<file path="config.mk">
export PLATFORM = sky130hd
export DESIGN_NAME = dac_frame_tx
export DESIGN_NICKNAME = d
export VERILOG_FILES = /design/src/rtl/dac_tx_pkg.sv /design/src/rtl/dac_tx_tick.sv /design/src/rtl/dac_tx_shreg.sv /design/src/rtl/dac_tx_seq.sv /design/src/rtl/dac_tx_pins.sv /design/src/rtl/dac_frame_tx.sv
export SDC_FILE = /design/constraint.sdc
export NUM_CORES = 1
export LEC_CHECK = 0
export ABC_AREA = 0
export CAP_MARGIN = 20
export CORE_MARGIN = 10
export CORE_UTILIZATION = 32
export CTS_BUF_LIST = sky130_fd_sc_hd__clkbuf_2 sky130_fd_sc_hd__clkbuf_4 sky130_fd_sc_hd__clkbuf_8
export CTS_CLUSTER_DIAMETER = 150
export DETAILED_ROUTE_END_ITERATION = 7
export DONT_BUFFER_PORTS = 1
export PLACE_DENSITY_LB_ADDON = 0.1
export SKIP_LAST_GASP = 1
export SYNTH_ARGS = -nofsm -noshare
export SYNTH_HDL_FRONTEND = slang
export SYNTH_SLANG_ARGS = --single-unit
</file>
<file path="constraint.sdc">
create_clock -name clk -period 2.61 [get_ports clk]
set_clock_uncertainty 0.2 [all_clocks]
set_input_delay 0.1305 -clock clk [delete_from_list [all_inputs] [get_ports clk]]
set_output_delay 0.1305 -clock clk [all_outputs]
set_load 0.05 [all_outputs]
</file>
<file path="src/rtl/dac_tx_pkg.sv">
package dac_tx_pkg;

    typedef enum logic [2:0] {
        ST_IDLE,
        ST_LEAD,
        ST_HIGH,
        ST_LOW,
        ST_PAUSE,
        ST_GAP
    } tx_state_e;

    typedef struct packed {
        logic sel_n;
        logic clk;
        logic dat;
    } line_t;

    localparam line_t LINE_IDLE = '{sel_n: 1'b1, clk: 1'b0, dat: 1'b0};

    function automatic int ceil_div(input int num, input int den);
        return (num + den - 1) / den;
    endfunction

    function automatic int ns_to_cycles(input int ns, input int period_ps);
        return ceil_div(ns * 1000, period_ps);
    endfunction

    function automatic int width_for(input int value);
        return (value < 2) ? 1 : $clog2(value + 1);
    endfunction

    function automatic int max_of(input int a, input int b);
        return (a > b) ? a : b;
    endfunction

endpackage

</file>
<file path="src/rtl/dac_tx_tick.sv">
module dac_tx_tick #(
    parameter int CW = 4
) (
    input  logic          clk,
    input  logic          rst,
    input  logic          load,
    input  logic [CW-1:0] load_val,
    output logic          expired
);
    logic [CW-1:0] cnt_q;

    always_ff @(posedge clk) begin
        if (rst) begin
            cnt_q <= '0;
        end else if (load) begin
            cnt_q <= load_val;
        end else if (cnt_q != '0) begin
            cnt_q <= cnt_q - 1'b1;
        end
    end

    assign expired = (cnt_q == '0);

    a_r5_tick_counts_down: assert property (@(posedge clk) disable iff (rst)
        (!load && cnt_q != '0) |=> (cnt_q != $past(cnt_q)));

endmodule

</file>
<file path="src/rtl/dac_tx_shreg.sv">
module dac_tx_shreg #(
    parameter int PAYLOAD_W = 19,
    parameter int WORD_W    = 24
) (
    input  logic                 clk,
    input  logic                 rst,
    input  logic                 load,
    input  logic [PAYLOAD_W-1:0] payload,
    input  logic                 shift,
    output logic                 msb
);
    localparam int PAD_W = WORD_W - PAYLOAD_W;

    logic [WORD_W-1:0] fill;
    logic [WORD_W-1:0] sr_q;

    generate
        if (PAD_W > 0) begin : g_pad
            assign fill = {payload, {PAD_W{1'b0}}};
        end else begin : g_nopad
            assign fill = payload;
        end
    endgenerate

    always_ff @(posedge clk) begin
        if (rst) begin
            sr_q <= '0;
        end else if (load) begin
            sr_q <= fill;
        end else if (shift) begin
            sr_q <= {sr_q[WORD_W-2:0], 1'b0};
        end
    end

    assign msb = sr_q[WORD_W-1];

    a_r1_load_puts_addr_msb_first: assert property (@(posedge clk) disable iff (rst)
        load |=> (msb == $past(payload[PAYLOAD_W-1])));

endmodule

</file>
<file path="src/rtl/dac_tx_seq.sv">
module dac_tx_seq
    import dac_tx_pkg::*;
#(
    parameter int WORD_W     = 24,
    parameter int BYTE_W     = 8,
    parameter int HALF_DIV   = 2,
    parameter int LEAD_CYC   = 1,
    parameter int BYTE_PAUSE = 0,
    parameter int GAP_CYC    = 14,
    parameter int CW         = 4
) (
    input  logic          clk,
    input  logic          rst,
    input  logic          req_valid,
    output logic          req_ready,
    input  logic          tmr_expired,
    output logic          tmr_load,
    output logic [CW-1:0] tmr_val,
    output logic          sr_load,
    output logic          sr_shift,
    output tx_state_e     state
);
    localparam int BI_W     = $clog2(WORD_W);
    localparam int LAST_BIT = WORD_W - 1;
    localparam int PAUSE_LD = (BYTE_PAUSE > 0) ? BYTE_PAUSE - 1 : 0;

    tx_state_e       st_q, st_d;
    logic [BI_W-1:0] bit_q, bit_d;
    logic            byte_end;

    assign byte_end = ((int'(bit_q) % BYTE_W) == BYTE_W - 1);

    always_comb begin
        st_d     = st_q;
        bit_d    = bit_q;
        tmr_load = 1'b0;
        tmr_val  = '0;
        sr_load  = 1'b0;
        sr_shift = 1'b0;
        case (st_q)
            ST_IDLE: begin
                if (req_valid) begin
                    st_d     = ST_LEAD;
                    bit_d    = '0;
                    sr_load  = 1'b1;
                    tmr_load = 1'b1;
                    tmr_val  = CW'(LEAD_CYC - 1);
                end
            end
            ST_LEAD, ST_PAUSE: begin
                if (tmr_expired) begin
                    st_d     = ST_HIGH;
                    tmr_load = 1'b1;
                    tmr_val  = CW'(HALF_DIV - 1);
                end
            end
            ST_HIGH: begin
                if (tmr_expired) begin
                    st_d     = ST_LOW;
                    tmr_load = 1'b1;
                    tmr_val  = CW'(HALF_DIV - 1);
                end
            end
            ST_LOW: begin
                if (tmr_expired) begin
                    tmr_load = 1'b1;
                    if (bit_q == BI_W'(LAST_BIT)) begin
                        st_d    = ST_GAP;
                        tmr_val = CW'(GAP_CYC - 1);
                    end else begin
                        sr_shift = 1'b1;
                        bit_d    = bit_q + 1'b1;
                        if (BYTE_PAUSE > 0 && byte_end) begin
                            st_d    = ST_PAUSE;
                            tmr_val = CW'(PAUSE_LD);
                        end else begin
                            st_d    = ST_HIGH;
                            tmr_val = CW'(HALF_DIV - 1);
                        end
                    end
                end
            end
            ST_GAP: begin
                if (tmr_expired) begin
                    st_d = ST_IDLE;
                end
            end
            default: st_d = ST_IDLE;
        endcase
    end

    always_ff @(posedge clk) begin
        if (rst) begin
            st_q  <= ST_IDLE;
            bit_q <= '0;
        end else begin
            st_q  <= st_d;
            bit_q <= bit_d;
        end
    end

    assign req_ready = (st_q == ST_IDLE);
    assign state     = st_q;

    a_r8_ready_drops_after_accept: assert property (@(posedge clk) disable iff (rst)
        (req_valid && req_ready) |=> !req_ready);

    a_r7_gap_precedes_idle: assert property (@(posedge clk) disable iff (rst)
        (st_q == ST_IDLE && $past(st_q) != ST_IDLE) |-> ($past(st_q) == ST_GAP));

endmodule

</file>
<file path="src/rtl/dac_tx_pins.sv">
module dac_tx_pins
    import dac_tx_pkg::*;
(
    input  logic      clk,
    input  logic      rst,
    input  tx_state_e state,
    input  logic      msb,
    output logic      sync_n,
    output logic      sclk,
    output logic      din
);
    line_t nxt, q;

    always_comb begin
        nxt.sel_n = (state == ST_IDLE) || (state == ST_GAP);
        nxt.clk   = (state == ST_HIGH);
        if (nxt.sel_n) begin
            nxt.dat = 1'b0;
        end else if (state == ST_HIGH) begin
            nxt.dat = msb;
        end else begin
            nxt.dat = q.dat;
        end
    end

    always_ff @(posedge clk) begin
        if (rst) begin
            q <= LINE_IDLE;
        end else begin
            q <= nxt;
        end
    end

    assign sync_n = q.sel_n;
    assign sclk   = q.clk;
    assign din    = q.dat;

    a_r3_clock_low_outside_frame: assert property (@(posedge clk) disable iff (rst)
        sync_n |-> !sclk);

    a_r4_data_moves_on_rise_only: assert property (@(posedge clk) disable iff (rst)
        (!$rose(sclk) && !$rose(sync_n)) |-> $stable(din));

    a_r9_no_clock_at_frame_start: assert property (@(posedge clk) disable iff (rst)
        $fell(sync_n) |-> !sclk);

endmodule

</file>
<file path="src/rtl/dac_frame_tx.sv">
module dac_frame_tx
    import dac_tx_pkg::*;
#(
    parameter int ADDR_W        = 5,
    parameter int DATA_W        = 14,
    parameter int BYTE_W        = 8,
    parameter int HALF_DIV      = 2,
    parameter int LEAD_CYC      = 1,
    parameter int BYTE_PAUSE    = 0,
    parameter int CLK_PERIOD_PS = 20000,
    parameter int GAP_NS        = 280
) (
    input  logic              clk,
    input  logic              rst,
    input  logic              req_valid,
    output logic              req_ready,
    input  logic [ADDR_W-1:0] req_addr,
    input  logic [DATA_W-1:0] req_data,
    output logic              dac_sync_n,
    output logic              dac_sclk,
    output logic              dac_din
);
    localparam int PAYLOAD_W = ADDR_W + DATA_W;
    localparam int NUM_BYTES = ceil_div(PAYLOAD_W, BYTE_W);
    localparam int WORD_W    = NUM_BYTES * BYTE_W;
    localparam int GAP_CYC   = max_of(ns_to_cycles(GAP_NS, CLK_PERIOD_PS), 1);
    localparam int CW        = width_for(max_of(max_of(HALF_DIV, LEAD_CYC),
                                                max_of(GAP_CYC, BYTE_PAUSE)));
    localparam int RC_W      = width_for(WORD_W);
    localparam int HR_W      = width_for(GAP_CYC);

    tx_state_e     state;
    logic          tmr_load, tmr_expired, sr_load, sr_shift, msb;
    logic [CW-1:0] tmr_val;

    dac_tx_seq #(
        .WORD_W(WORD_W), .BYTE_W(BYTE_W), .HALF_DIV(HALF_DIV),
        .LEAD_CYC(LEAD_CYC), .BYTE_PAUSE(BYTE_PAUSE), .GAP_CYC(GAP_CYC), .CW(CW)
    ) u_seq (
        .clk(clk), .rst(rst), .req_valid(req_valid), .req_ready(req_ready),
        .tmr_expired(tmr_expired), .tmr_load(tmr_load), .tmr_val(tmr_val),
        .sr_load(sr_load), .sr_shift(sr_shift), .state(state)
    );

    dac_tx_tick #(.CW(CW)) u_tick (
        .clk(clk), .rst(rst), .load(tmr_load), .load_val(tmr_val), .expired(tmr_expired)
    );

    dac_tx_shreg #(.PAYLOAD_W(PAYLOAD_W), .WORD_W(WORD_W)) u_shreg (
        .clk(clk), .rst(rst), .load(sr_load), .payload({req_addr, req_data}),
        .shift(sr_shift), .msb(msb)
    );

    dac_tx_pins u_pins (
        .clk(clk), .rst(rst), .state(state), .msb(msb),
        .sync_n(dac_sync_n), .sclk(dac_sclk), .din(dac_din)
    );

    // Output-side watchers for the frame-level assertions.
    logic            sclk_d;
    logic [RC_W-1:0] rise_cnt;
    logic [HR_W-1:0] hi_run;

    always_ff @(posedge clk) begin
        if (rst) begin
            sclk_d   <= 1'b0;
            rise_cnt <= '0;
            hi_run   <= HR_W'(GAP_CYC);
        end else begin
            sclk_d <= dac_sclk;
            if (dac_sync_n) begin
                rise_cnt <= '0;
            end else if (dac_sclk && !sclk_d) begin
                rise_cnt <= rise_cnt + 1'b1;
            end
            if (!dac_sync_n) begin
                hi_run <= '0;
            end else if (hi_run != HR_W'(GAP_CYC)) begin
                hi_run <= hi_run + 1'b1;
            end
        end
    end

    a_r2_frame_has_all_edges: assert property (@(posedge clk) disable iff (rst)
        $rose(dac_sync_n) |-> (rise_cnt == RC_W'(WORD_W)));

    a_r6_pad_bits_zero: assert property (@(posedge clk) disable iff (rst)
        (dac_sclk && !sclk_d && !dac_sync_n && rise_cnt >= RC_W'(PAYLOAD_W)) |-> !dac_din);

    a_r7_gap_kept: assert property (@(posedge clk) disable iff (rst)
        $fell(dac_sync_n) |-> (hi_run == HR_W'(GAP_CYC)));

endmodule

</file>
==> out/metrics.yaml, run 1 <==
status:
  status: "finished, final reports clean"
clock_tree:
  clk_pin_slew_ns: 0.07
  cts_resized: 0
  cts_buffers: 5
  cts.sinks: 34
  clk_path_buf_depth: 2
  clk-insertion-delay-late_ns: 0.28
  cts_tree: "yes"
  cts_max_level: 2
  clock-root-buffer: "clkbuf_8"
synth:
  synthFlopType: "dfxtp_1"
  ys_ff_latch: 34
  synth_sequential_area_ratio_pct: 39.6
  synth_cell_type_count: 42
  postSynthCellCount: 179
  syn_area_per_cell_um2: 9.61
  synth-edff-count: 0
  synth-async-reset-ratio_pct: 0
  synth.net_count: 203
  syn_area_mm2: 0.00172
  synth_warnings: 0
sta:
  rsz0062_at_grt: "false"
  fin_crit_sh_pct: 86.8
  fmax_mhz: 442
  maxSlewHeadroom_pct: 66.0
  worst_slew_pin_slew_ns: 0.510
  setup-violations-final: 0
  finalHoldViolations: 0
  worst_slack_ns: 0.345
  drv_slew: 0
  fin_setup_tns_ns: 0
  fin_hold_ws_ns: 0.186
  period_minus_slack_ns: 2.26
pwr:
  p_sw_w: 0.000836
  p_int_w: 0.00126
  p_leak_nw: 0.793
  power.share.sequential_pct: 38.2
  power_density_mw_per_mm2: 1010
  p_clk_share_pct: 18.3
  swShare_pct: 40.0
  p_comb_share_pct: 43.4
  power_w: 0.00209
  ir_drop_uv: 467
worst_setup_path:
  worst_path_max_delay_cell: "or3b_1"
  cp-startpoint: "u_tick.cnt_q[0]$_SDFFE_PP0P_"
  r2r_slack_ns: 0.35
  cp_cell_sequence: "inv_1, ha_1, or3b_1, o31ai_4, buf_12, nor2_1, a211oi_1"
  critPathMaxStageDelay_ns: 0.54
  crit_type: "reg2reg"
  arrival_ns: 2.25
  crit_family: "simple AND/OR/NAND/NOR gates"
  critPathMaxFanout: 39
  critPathBufInv: 2
  worst_ep_required_time_ns: 2.60
  r2r-start: "u_tick.cnt_q[0]$_SDFFE_PP0P_"
  startpoint_type: "flip-flop"
  worstSetupEndpointType: "flip-flop"
layout:
  layout.nets: 220
  layout-drive-gt1-share_pct: 16.3
  area_growth_pct: 20.0
  diodes: 0
  fill_cells: 501
floorplan:
  die_area_mm2: 0.00871
  dieHeight_um: 93.3
  rows: 26
  core_area_mm2: 0.00517
  chipWidth_um: 93.3
  ios: 26
  initial_utilization_pct: 33.3
drt:
  drtIter0Drc: 90
  drt_wl_total_um: 3620
  vias: 1316
  firstDrtPassIters: 4
  vias_per_cell: 4.95
  antenna_left: 0
  routedWlPerCell_um: 13.6
  drc: 0
worst_hold_path:
  hold_path.startpoint: "req_valid"
  hp-class: "in2reg"
placement:
  post-place-ws_ns: 0.358
  place.gp.congestion: 0.772
  hpwlAfterDp_um: 2470
  port_buffers: 0
grt:
  grt_antenna_before_repair: 0
  grt_pass1_vias: 1311
  grt_usage_pct: 8.95
  grt_pass1_wl_um: 6370
  grt_overflow: 0
  grt_max_degree: 40
run:
  max_cap_violations: 0
==> state kept, by name (all words and copies together) (netlist names) <==
signal and flops:
u_pins.din 1, u_pins.sclk 1, u_pins.sync_n 1, u_seq.bit_q 5, u_seq.state 3, u_shreg.sr_q 19, u_tick.cnt_q 4
==> worst register-to-register path, stage by stage, from the launching register on <==
cell and delay (ns):
dfxtp_1 0.32, inv_1 0.07, ha_1 0.20, or3b_1 0.54, o31ai_4 0.28, buf_12 0.25, nor2_1 0.09, a211oi_1 0.22
==> cells in the mapped netlist, types with 2 or more instances <==
library cell	number	area share, %
dfxtp_1	34	40
nor2_1	30	6.5
mux2i_1	18	10
a211oi_2	14	10
a21oi_1	7	2.0
clkbuf_1	7	1.5
nand2_1	6	1.3
a211oi_1	5	2.2
buf_2	4	1.2
buf_6	4	2.6
inv_1	4	0.87
nand3_1	3	0.87
nor3_1	3	0.87
nor3b_1	3	1.3
o21ai_0	3	0.87
a32oi_1	2	1.0
ha_1	2	1.5
mux2_2	2	1.3
nand2b_1	2	0.73
nand3b_1	2	0.87
o211ai_1	2	0.87
xnor2_1	2	1.0
==> metrics by stage <==
stage	area (um^2)	util, %	cells
after detailed placement	1750	33.8	237
after global placement	1750	33.8	237
final	2060	39.9	266
after floorplan	1720	-	179
after global routing	2060	39.9	266
after CTS	2060	39.9	266
==> final timing paths <==
| path | end | cells past startpoint |
|---|---|---|
| max | u_shreg.sr_q[10]$_SDFFE_PP0P_ | 7 |
| min | u_tick.cnt_q[2]$_SDFFE_PP0P_ | 3 |
| max reg2reg | u_shreg.sr_q[10]$_SDFFE_PP0P_ | 7 |
| min reg2reg | u_shreg.sr_q[5]$_SDFFE_PP0P_ | 2 |
==> power by group through the flow <==
stage / logic [W] / clock network [W] / registers, W
after floorplan: 0.000816 / 0 / 0.000762
after global placement: 0.000853 / 0 / 0.000809
after detailed placement: 0.000872 / 0 / 0.000812
after CTS: 0.000915 / 0.000404 / 0.000801
after global routing: 0.00101 / 0.000434 / 0.000821
final: 0.000909 / 0.000384 / 0.000800
==> final cells by class <==
class                   instances  area, um^2  area share (%)
multi-input cells             125         925            44.8
clock buffers                   7        83.8            4.06
inverters                       4        15.0           0.727
flip-flops and latches         34         681            33.0
well taps                      70        87.6            4.24
repair buffers                 26         273            13.2
==> layer usage <==
layer,track usage (%),vias up,share of wire (%)
met3,3.20,6,4.6
met1,11.0,612,49
li1,-,674,-
met5,0,-,0
met2,13.9,24,45
met4,3.47,0,1.4
==> cell families (layout without fill, tap and decap cells) <==
kind of cell	count (synthesis)	after routing	share of synthesized area [%]
and+or+nand+nor	59	59	17.1
AOI/OAI and AO/OA	41	41	21.6
adders and majority gates	2	2	1.45
xor gates and xnor gates	3	3	1.53
DFF	34	34	39.6
muxes	20	20	11.8
buffers and inverters	20	37	6.98
==> cell usage in the layout (no fill, tap or decap), types with 3 or more instances in the layout <==
master	synthesis	layout
dfxtp_1	34	34
nand3_1	3	3
a211oi_1	5	5
clkbuf_8	1	5
buf_4	0	3
nand2_1	6	6
mux2i_1	18	18
a21oi_1	7	7
a211oi_2	14	14
nor2_1	30	30
inv_1	4	4
dlygate4sd3_1	0	21
o21ai_0	3	3
nor3b_1	3	3
==> repair_timing <==
item / 4_1_cts / 5_1_grt
setup buffers: 0 / 0
hold endpoints to repair: 34 / 0
hold buffers: 22 / 0
Power figures use the tool's default switching activity.
==> run 2, diff against run 1 <==
==> constraint.sdc (replaced) <==
create_clock -name clk -period 2.61 [get_ports clk]
set_clock_uncertainty 0.2 [all_clocks]
set_input_delay 0.1305 -clock clk [delete_from_list [all_inputs] [get_ports clk]]
set_output_delay 0.1305 -clock clk [all_outputs]
set_load 0.005 [all_outputs]
==> out/metrics.yaml, run 2 (synthesis gave the netlist of run 1 again) <==
status:
  status: "finished, final reports clean"  # unchanged
grt:
  grt_pass1_wl_um: 6160  # was 6370 um
  grt_antenna_before_repair: 0  # unchanged
  grt_max_degree: 40  # unchanged
  grt_pass1_vias: 1334  # was 1311
  grt_usage_pct: 8.54  # was 8.95%
  grt_overflow: 0  # unchanged
layout:
  layout-drive-gt1-share_pct: 16.2  # was 16.3%
  final_common_cell: "dfxtp_1"  # unchanged
  regMostFlops: "u_shreg.sr_q"  # unchanged
  multi_input_area_um2: 920  # was 925 um^2
  largest_reg_flops: 19  # unchanged
  fill_cells: 516  # was 501
  diodes: 0  # unchanged
  layout_common_cells: "34 x dfxtp_1, 30 x nor2_1, 21 x dlygate4sd3_1"  # unchanged
  area_growth_pct: 20.4  # was 20.0%
  layout.nets: 220  # unchanged
  largest_registers: "u_shreg.sr_q (19), u_seq.bit_q (5), u_tick.cnt_q (4)"  # unchanged
  regArea_um2: 681  # unchanged
sta:
  drv_slew: 0  # unchanged
  finalHoldViolations: 0  # unchanged
  fmax_mhz: 448  # was 442 MHz
  setup-violations-final: 0  # unchanged
  fin_crit_sh_pct: 85.4  # was 86.8%
  maxSlewHeadroom_pct: 66.0  # about the same
  fin_setup_tns_ns: 0  # unchanged
  period_minus_slack_ns: 2.23  # was 2.26 ns
  rsz0062_at_grt: "false"  # unchanged
  fin_hold_ws_ns: 0.271  # was 0.186 ns
  worst_slew_pin_slew_ns: 0.506  # was 0.510 ns
run:
  max_cap_violations: 0  # unchanged
worst_setup_path:
  arrival_ns: 2.22  # was 2.25 ns
  reg2reg_to: "u_shreg.sr_q[8]$_SDFFE_PP0P_"  # was u_shreg.sr_q[10]$_SDFFE_PP0P_
  cp-startpoint: "u_tick.cnt_q[0]$_SDFFE_PP0P_"  # unchanged
  startpoint_type: "flip-flop"  # unchanged
  worst_ep_required_time_ns: 2.60  # about the same
  r2r_slack_ns: 0.38  # was 0.35 ns
  worstSetupEndpointType: "flip-flop"  # unchanged
  reg2regPathDepth: 7  # unchanged
  r2r-start: "u_tick.cnt_q[0]$_SDFFE_PP0P_"  # unchanged
  crit_type: "reg2reg"  # unchanged
  critPathMaxFanout: 39  # unchanged
  endpoint: "u_shreg.sr_q[8]$_SDFFE_PP0P_"  # was u_shreg.sr_q[10]$_SDFFE_PP0P_
floorplan:
  core_area_mm2: 0.00517  # unchanged
  ios: 26  # unchanged
  dieHeight_um: 93.3  # unchanged
  die_area_mm2: 0.00871  # unchanged
  chipWidth_um: 93.3  # unchanged
  initial_utilization_pct: 33.3  # unchanged
  rows: 26  # unchanged
drt:
  firstDrtPassIters: 4  # unchanged
  met3WireLength_um: 124  # was 168 um
  top_layer: "met4"  # unchanged
  vias_per_cell: 4.83  # was 4.95
  vias: 1290  # was 1316
  antenna_left: 0  # unchanged
  drt_wl_total_um: 3600  # was 3620 um
  wl_met2_um: 1710  # was 1630 um
  drc: 0  # unchanged
  routedWlPerCell_um: 13.5  # was 13.6 um
  drtIter0Drc: 88  # was 90
  wl_met1_um: 1740  # was 1770 um
clock_tree:
  clk-insertion-delay-late_ns: 0.28  # about the same
  cts_tree: "yes"  # unchanged
  cts_max_level: 2  # unchanged
  clock-root-buffer: "clkbuf_8"  # unchanged
  clk_path_buf_depth: 2  # unchanged
  cts.sinks: 34  # unchanged
  cts_buffers: 5  # unchanged
  cts_resized: 0  # unchanged
  clk_pin_slew_ns: 0.07  # about the same
pwr:
  p_int_w: 0.00127  # was 0.00126 W
  p_sw_w: 0.000764  # was 0.000836 W
  power_density_mw_per_mm2: 981  # was 1010 mW/mm^2
  p_clk_share_pct: 19.8  # was 18.3%
  p_leak_nw: 0.798  # was 0.793 nW
  swShare_pct: 37.6  # was 40.0%
  ir_drop_uv: 346  # was 467 uV
  p_comb_share_pct: 42.2  # was 43.4%
  power.share.sequential_pct: 37.9  # was 38.2%
placement:
  hpwlAfterDp_um: 2520  # was 2470 um
  port_buffers: 0  # unchanged
  place.gp.congestion: 0.802  # was 0.772
worst_hold_path:
  hp-class: "reg2reg"  # was in2reg
==> run 2: how the worst min path moves through the flow <==
stage | startpoint | endpoint | slack, ns | cells after the start
floorplan | req_data[0] | u_shreg.sr_q[5]$_SDFFE_PP0P_ | 0.07 | 2
global placement | rst | u_shreg.sr_q[6]$_SDFFE_PP0P_ | 0.004 | 1
detailed placement | rst | u_shreg.sr_q[19]$_SDFFE_PP0P_ | 0.005 | 1
CTS | u_shreg.sr_q[5]$_SDFFE_PP0P_ | u_shreg.sr_q[5]$_SDFFE_PP0P_ | 0.27 | 2
global route | u_shreg.sr_q[5]$_SDFFE_PP0P_ | u_shreg.sr_q[5]$_SDFFE_PP0P_ | 0.30 | 2
finish | u_shreg.sr_q[5]$_SDFFE_PP0P_ | u_shreg.sr_q[5]$_SDFFE_PP0P_ | 0.27 | 2
==> run 2: power groups by stage <==
stage / Clock, W / Combinational, W / Sequential (W)
after floorplan: 0 / 0.000782 / 0.000732
after global placement: 0 / 0.000810 / 0.000779
after detailed placement: 0 / 0.000828 / 0.000782
after CTS: 0.000420 / 0.000872 / 0.000770
after global routing: 0.000442 / 0.000966 / 0.000789
final: 0.000402 / 0.000858 / 0.000771
==> run 2: layer usage <==
layer	up-vias	global-route usage, %
met4	0	3.08
met3	2	2.80
met2	18	13.3
li1	673	-
met5	-	0
met1	597	10.7
==> run 2: cell type report <==
type                       count  share of cell area [%]
timing repair buffer          26                    13.2
multi-input combinational    125                    44.4
clock inverter                 1                   0.242
clock buffer                   7                    4.35
inverter                       4                   0.725
sequential                    34                    32.9
tap                           70                    4.23
==> run 2: critical path, cell delays in order (launching register included) <==
cell and delay, ns:
dfxtp_1 0.32, inv_1 0.07, ha_1 0.21, or3b_1 0.53, o31ai_4 0.27, buf_12 0.25
nor2_1 0.06, a211oi_1 0.21
==> run 2: per-stage QoR <==
| stage | total power (W) | cells | setup WS (ns) | util, % | instance area [um^2] |
|---|---|---|---|---|---|
| after global routing | 0.00220 | 267 | 0.214 | 40.0 | 2070 |
| after CTS | 0.00206 | 267 | 0.371 | 40.0 | 2070 |
| after global placement | 0.00159 | 237 | 0.473 | 33.7 | 1750 |
| after floorplan | 0.00151 | 179 | 0.578 | - | 1720 |
| final | 0.00203 | 267 | 0.380 | 40.0 | 2070 |
| after detailed placement | 0.00161 | 237 | 0.372 | 33.7 | 1750 |
==> run 2: what timing repair did <==
| action | 4_1_cts | 5_1_grt |
|---|---|---|
| setup buffers | 0 | 0 |
| hold endpoints to repair | 34 | 0 |
| hold buffers | 22 | 0 |
==> run 3, diff against run 2 <==
--- a/config.mk
+++ b/config.mk
@@ -5,7 +5,7 @@
 export SDC_FILE = /design/constraint.sdc
 export NUM_CORES = 1
 export LEC_CHECK = 0
-export ABC_AREA = 0
+export ABC_AREA = 1
 export CAP_MARGIN = 20
 export CORE_MARGIN = 10
 export CORE_UTILIZATION = 32
==> out/metrics.yaml, run 3 <==
worst_setup_path:
  r2r_slack_ns: 0.64  # was 0.38 ns
  arrival_ns: 1.96  # was 2.22 ns
  startpoint_type: "flip-flop"  # unchanged
  worst_ep_required_time_ns: 2.60  # about the same
  critPathMaxFanout: 38  # was 39
  r2r-start: "u_tick.cnt_q[0]$_SDFFE_PP0P_"  # unchanged
  reg2reg_to: "u_shreg.sr_q[23]$_SDFFE_PP0P_"  # was u_shreg.sr_q[8]$_SDFFE_PP0P_
  worstSetupEndpointType: "flip-flop"  # unchanged
  reg2regPathDepth: 9  # was 7
  crit_type: "reg2reg"  # unchanged
grt:
  grt_max_degree: 39  # was 40
  grt_pass1_wl_um: 8010  # was 6160 um
  grt_pass1_vias: 1741  # was 1334
  grt_usage_pct: 9.73  # was 8.54%
  grt_overflow: 0  # unchanged
  grt_antenna_before_repair: 0  # unchanged
synth:
  synth.net_count: 337  # was 203
  synthFlopType: "dfxtp_1"  # unchanged
  synth_commonest_cells: "103 x nand2_1, 50 x nor2_1, 34 x dfxtp_1"  # was 34 x dfxtp_1, 30 x nor2_1, 18 x mux2i_1
  synth.area.top_cells: "dfxtp_1 34%, nand2_1 19%, nor2_1 9.4%"  # was dfxtp_1 40%, mux2i_1 10%, a211oi_2 10%
  synth_cell_type_count: 26  # was 42
  syn_area_mm2: 0.00201  # was 0.00172 mm^2
  yosysTopAreaCell: "dfxtp_1"  # unchanged
  synth-async-reset-ratio_pct: 0  # unchanged
  synth-edff-count: 0  # unchanged
  yosysMostFrequentCell: "nand2_1"  # was dfxtp_1
  synth_warnings: 0  # unchanged
  postSynthCellCount: 313  # was 179
  syn_area_per_cell_um2: 6.41  # was 9.61 um^2
  ys_ff_latch: 34  # unchanged
  yosysTopAreaCellShare_pct: 33.9  # was 39.6%
  synth_sequential_area_ratio_pct: 33.9  # was 39.6%
drt:
  firstDrtPassIters: 4  # unchanged
  antenna_left: 0  # unchanged
  wl_met1_um: 2290  # was 1740 um
  drc: 0  # unchanged
  top_layer: "met4"  # unchanged
  vias: 1823  # was 1290
  met3WireLength_um: 164  # was 124 um
  drtIter0Drc: 92  # was 88
  wl_met2_um: 2080  # was 1710 um
  drt_wl_total_um: 4590  # was 3600 um
  routedWlPerCell_um: 11.4  # was 13.5 um
  vias_per_cell: 4.53  # was 4.83
sta:
  fin_hold_ws_ns: 0.0741  # was 0.271 ns
  maxSlewHeadroom_pct: 57.8  # was 66.0%
  setup-violations-final: 0  # unchanged
  worst_slew_pin_slew_ns: 0.631  # was 0.506 ns
  fmax_mhz: 507  # was 448 MHz
  fin_crit_sh_pct: 75.6  # was 85.4%
  drv_slew: 0  # unchanged
  worst_slack_ns: 0.638  # was 0.380 ns
  rsz0062_at_grt: "false"  # unchanged
  finalHoldViolations: 0  # unchanged
  period_minus_slack_ns: 1.97  # was 2.23 ns
  fin_setup_tns_ns: 0  # unchanged
layout:
  layout_common_cells: "103 x nand2_1, 50 x nor2_1, 34 x dfxtp_1"  # was 34 x dfxtp_1, 30 x nor2_1, 21 x dlygate4sd3_1
  fill_cells: 653  # was 516
  area_growth_pct: 15.7  # was 20.4%
  diodes: 0  # unchanged
  layout.nets: 351  # was 220
  final_common_cell: "nand2_1"  # was dfxtp_1
  regMostFlops: "u_shreg.sr_q"  # unchanged
  largest_registers: "u_shreg.sr_q (19), u_seq.bit_q (5), u_tick.cnt_q (4)"  # unchanged
  layout-drive-gt1-share_pct: 7.34  # was 16.2%
  layoutNonFillerInstCount: 402  # was 267
  largest_reg_flops: 19  # unchanged
floorplan:
  rows: 28  # was 26
  ios: 26  # unchanged
  core_area_mm2: 0.00599  # was 0.00517 mm^2
  die_area_mm2: 0.00983  # was 0.00871 mm^2
  initial_utilization_pct: 33.5  # was 33.3%
  dieHeight_um: 99.2  # was 93.3 um
  chipWidth_um: 99.2  # was 93.3 um
clock_tree:
  cts.sinks: 34  # unchanged
  clock-root-buffer: "clkbuf_8"  # unchanged
  clk_path_buf_depth: 2  # unchanged
  cts_resized: 0  # unchanged
  cts_buffers: 5  # unchanged
  cts_hold_buf: 21  # was 22
  cts_tree: "yes"  # unchanged
  post_cts_buffers: 0  # unchanged
  cts_max_level: 2  # unchanged
  clk_pin_slew_ns: 0.07  # about the same
  clk-insertion-delay-late_ns: 0.29  # was 0.28 ns
worst_hold_path:
  min_path_cells: 4  # was 2
  hp-class: "in2reg"  # was reg2reg
  hold_path.startpoint: "rst"  # was u_shreg.sr_q[5]$_SDFFE_PP0P_
  min_to: "u_seq.bit_q[0]$_SDFFE_PP0P_"  # was u_shreg.sr_q[5]$_SDFFE_PP0P_
placement:
  place.gp.congestion: 0.775  # was 0.802
  port_buffers: 0  # unchanged
  hpwlAfterDp_um: 3170  # was 2520 um
  post-place-ws_ns: 0.624  # was 0.372 ns
  placedCellCount: 374  # was 237
pwr:
  p_clk_share_pct: 19.7  # was 19.8%
  p_int_w: 0.00142  # was 0.00127 W
  p_leak_nw: 1.07  # was 0.798 nW
  p_sw_w: 0.00110  # was 0.000764 W
  swShare_pct: 43.5  # was 37.6%
  p_comb_share_pct: 48.4  # was 42.2%
  power.share.sequential_pct: 32.0  # was 37.9%
  ir_drop_uv: 484  # was 346 uV
  power_density_mw_per_mm2: 1090  # was 981 mW/mm^2
run:
  max_cap_violations: 0  # unchanged
status:
  status: "finished, final reports clean"  # unchanged
-- run 3: critical path, cell delays in order (launching register included) --
cell and delay [ns]:
dfxtp_1 0.32, inv_1 0.09, ha_1 0.18, nand2_1 0.09, nor2_4 0.21, nand3_4 0.17
nand2_4 0.36, inv_1 0.10, nor2_1 0.10, nor2_1 0.05
-- run 3: final cells by class --
class	count	area, um^2	area share [%]
well taps	75	93.8	4.04
flip-flops and latches	34	681	29.3
clock inverters	1	30.0	1.29
repair buffers	25	240	10.4
inverters	34	128	5.50
clock buffers	6	82.6	3.56
multi-input cells	227	1070	45.9
-- run 3: layer usage --
metal,global-route usage (%),up-vias
met5,0,-
met4,3.97,0
met3,2.77,5
met2,15.1,29
met1,12.3,787
li1,-,1002
-- run 3: cells by family after synthesis --
family	Yosys count	share of synthesized area [%]
flip-flops	34	33.9
XOR/XNOR	2	0.874
AO/OA/AOI/OAI	16	4.74
buffers and inverters	52	12.9
adder cells (fa/ha/maj)	2	1.25
AND/OR/NAND/NOR	207	46.3
-- run 3: worst max path at each step --
| stage | startpoint | end | slack [ns] | cells after the start |
|---|---|---|---|---|
| 2_1_floorplan | u_tick.cnt_q[0]$_SDFFE_PP0P_ | u_seq.bit_q[2]$_SDFFE_PP0P_ | 0.94 | 10 |
| 3_3_place_gp | u_tick.cnt_q[0]$_SDFFE_PP0P_ | u_shreg.sr_q[23]$_SDFFE_PP0P_ | 0.65 | 9 |
| 3_5_place_dp | u_tick.cnt_q[0]$_SDFFE_PP0P_ | u_shreg.sr_q[23]$_SDFFE_PP0P_ | 0.62 | 9 |
| 4_1_cts | u_tick.cnt_q[0]$_SDFFE_PP0P_ | u_shreg.sr_q[23]$_SDFFE_PP0P_ | 0.61 | 9 |
| 5_1_grt | u_tick.cnt_q[0]$_SDFFE_PP0P_ | u_shreg.sr_q[23]$_SDFFE_PP0P_ | 0.40 | 9 |
| 6_report | u_tick.cnt_q[0]$_SDFFE_PP0P_ | u_shreg.sr_q[23]$_SDFFE_PP0P_ | 0.64 | 9 |
-- run 3: power by group through the flow --
stage / sequential [W] / clock (W) / combinational [W]
finish: 0.000806 / 0.000495 / 0.00122
global route: 0.000825 / 0.000533 / 0.00144
CTS: 0.000807 / 0.000520 / 0.00124
detailed placement: 0.000818 / 0 / 0.00120
global placement: 0.000820 / 0 / 0.00121
floorplan: 0.000765 / 0 / 0.00114
-- run 3: per-stage QoR --
step	total power (W)	util (%)	instance area [um^2]
2_1_floorplan	0.00191	-	2010
3_3_place_gp	0.00203	33.4	2000
3_5_place_dp	0.00202	33.4	2000
4_1_cts	0.00257	38.7	2320
5_1_grt	0.00280	38.7	2320
6_report	0.00252	38.7	2320
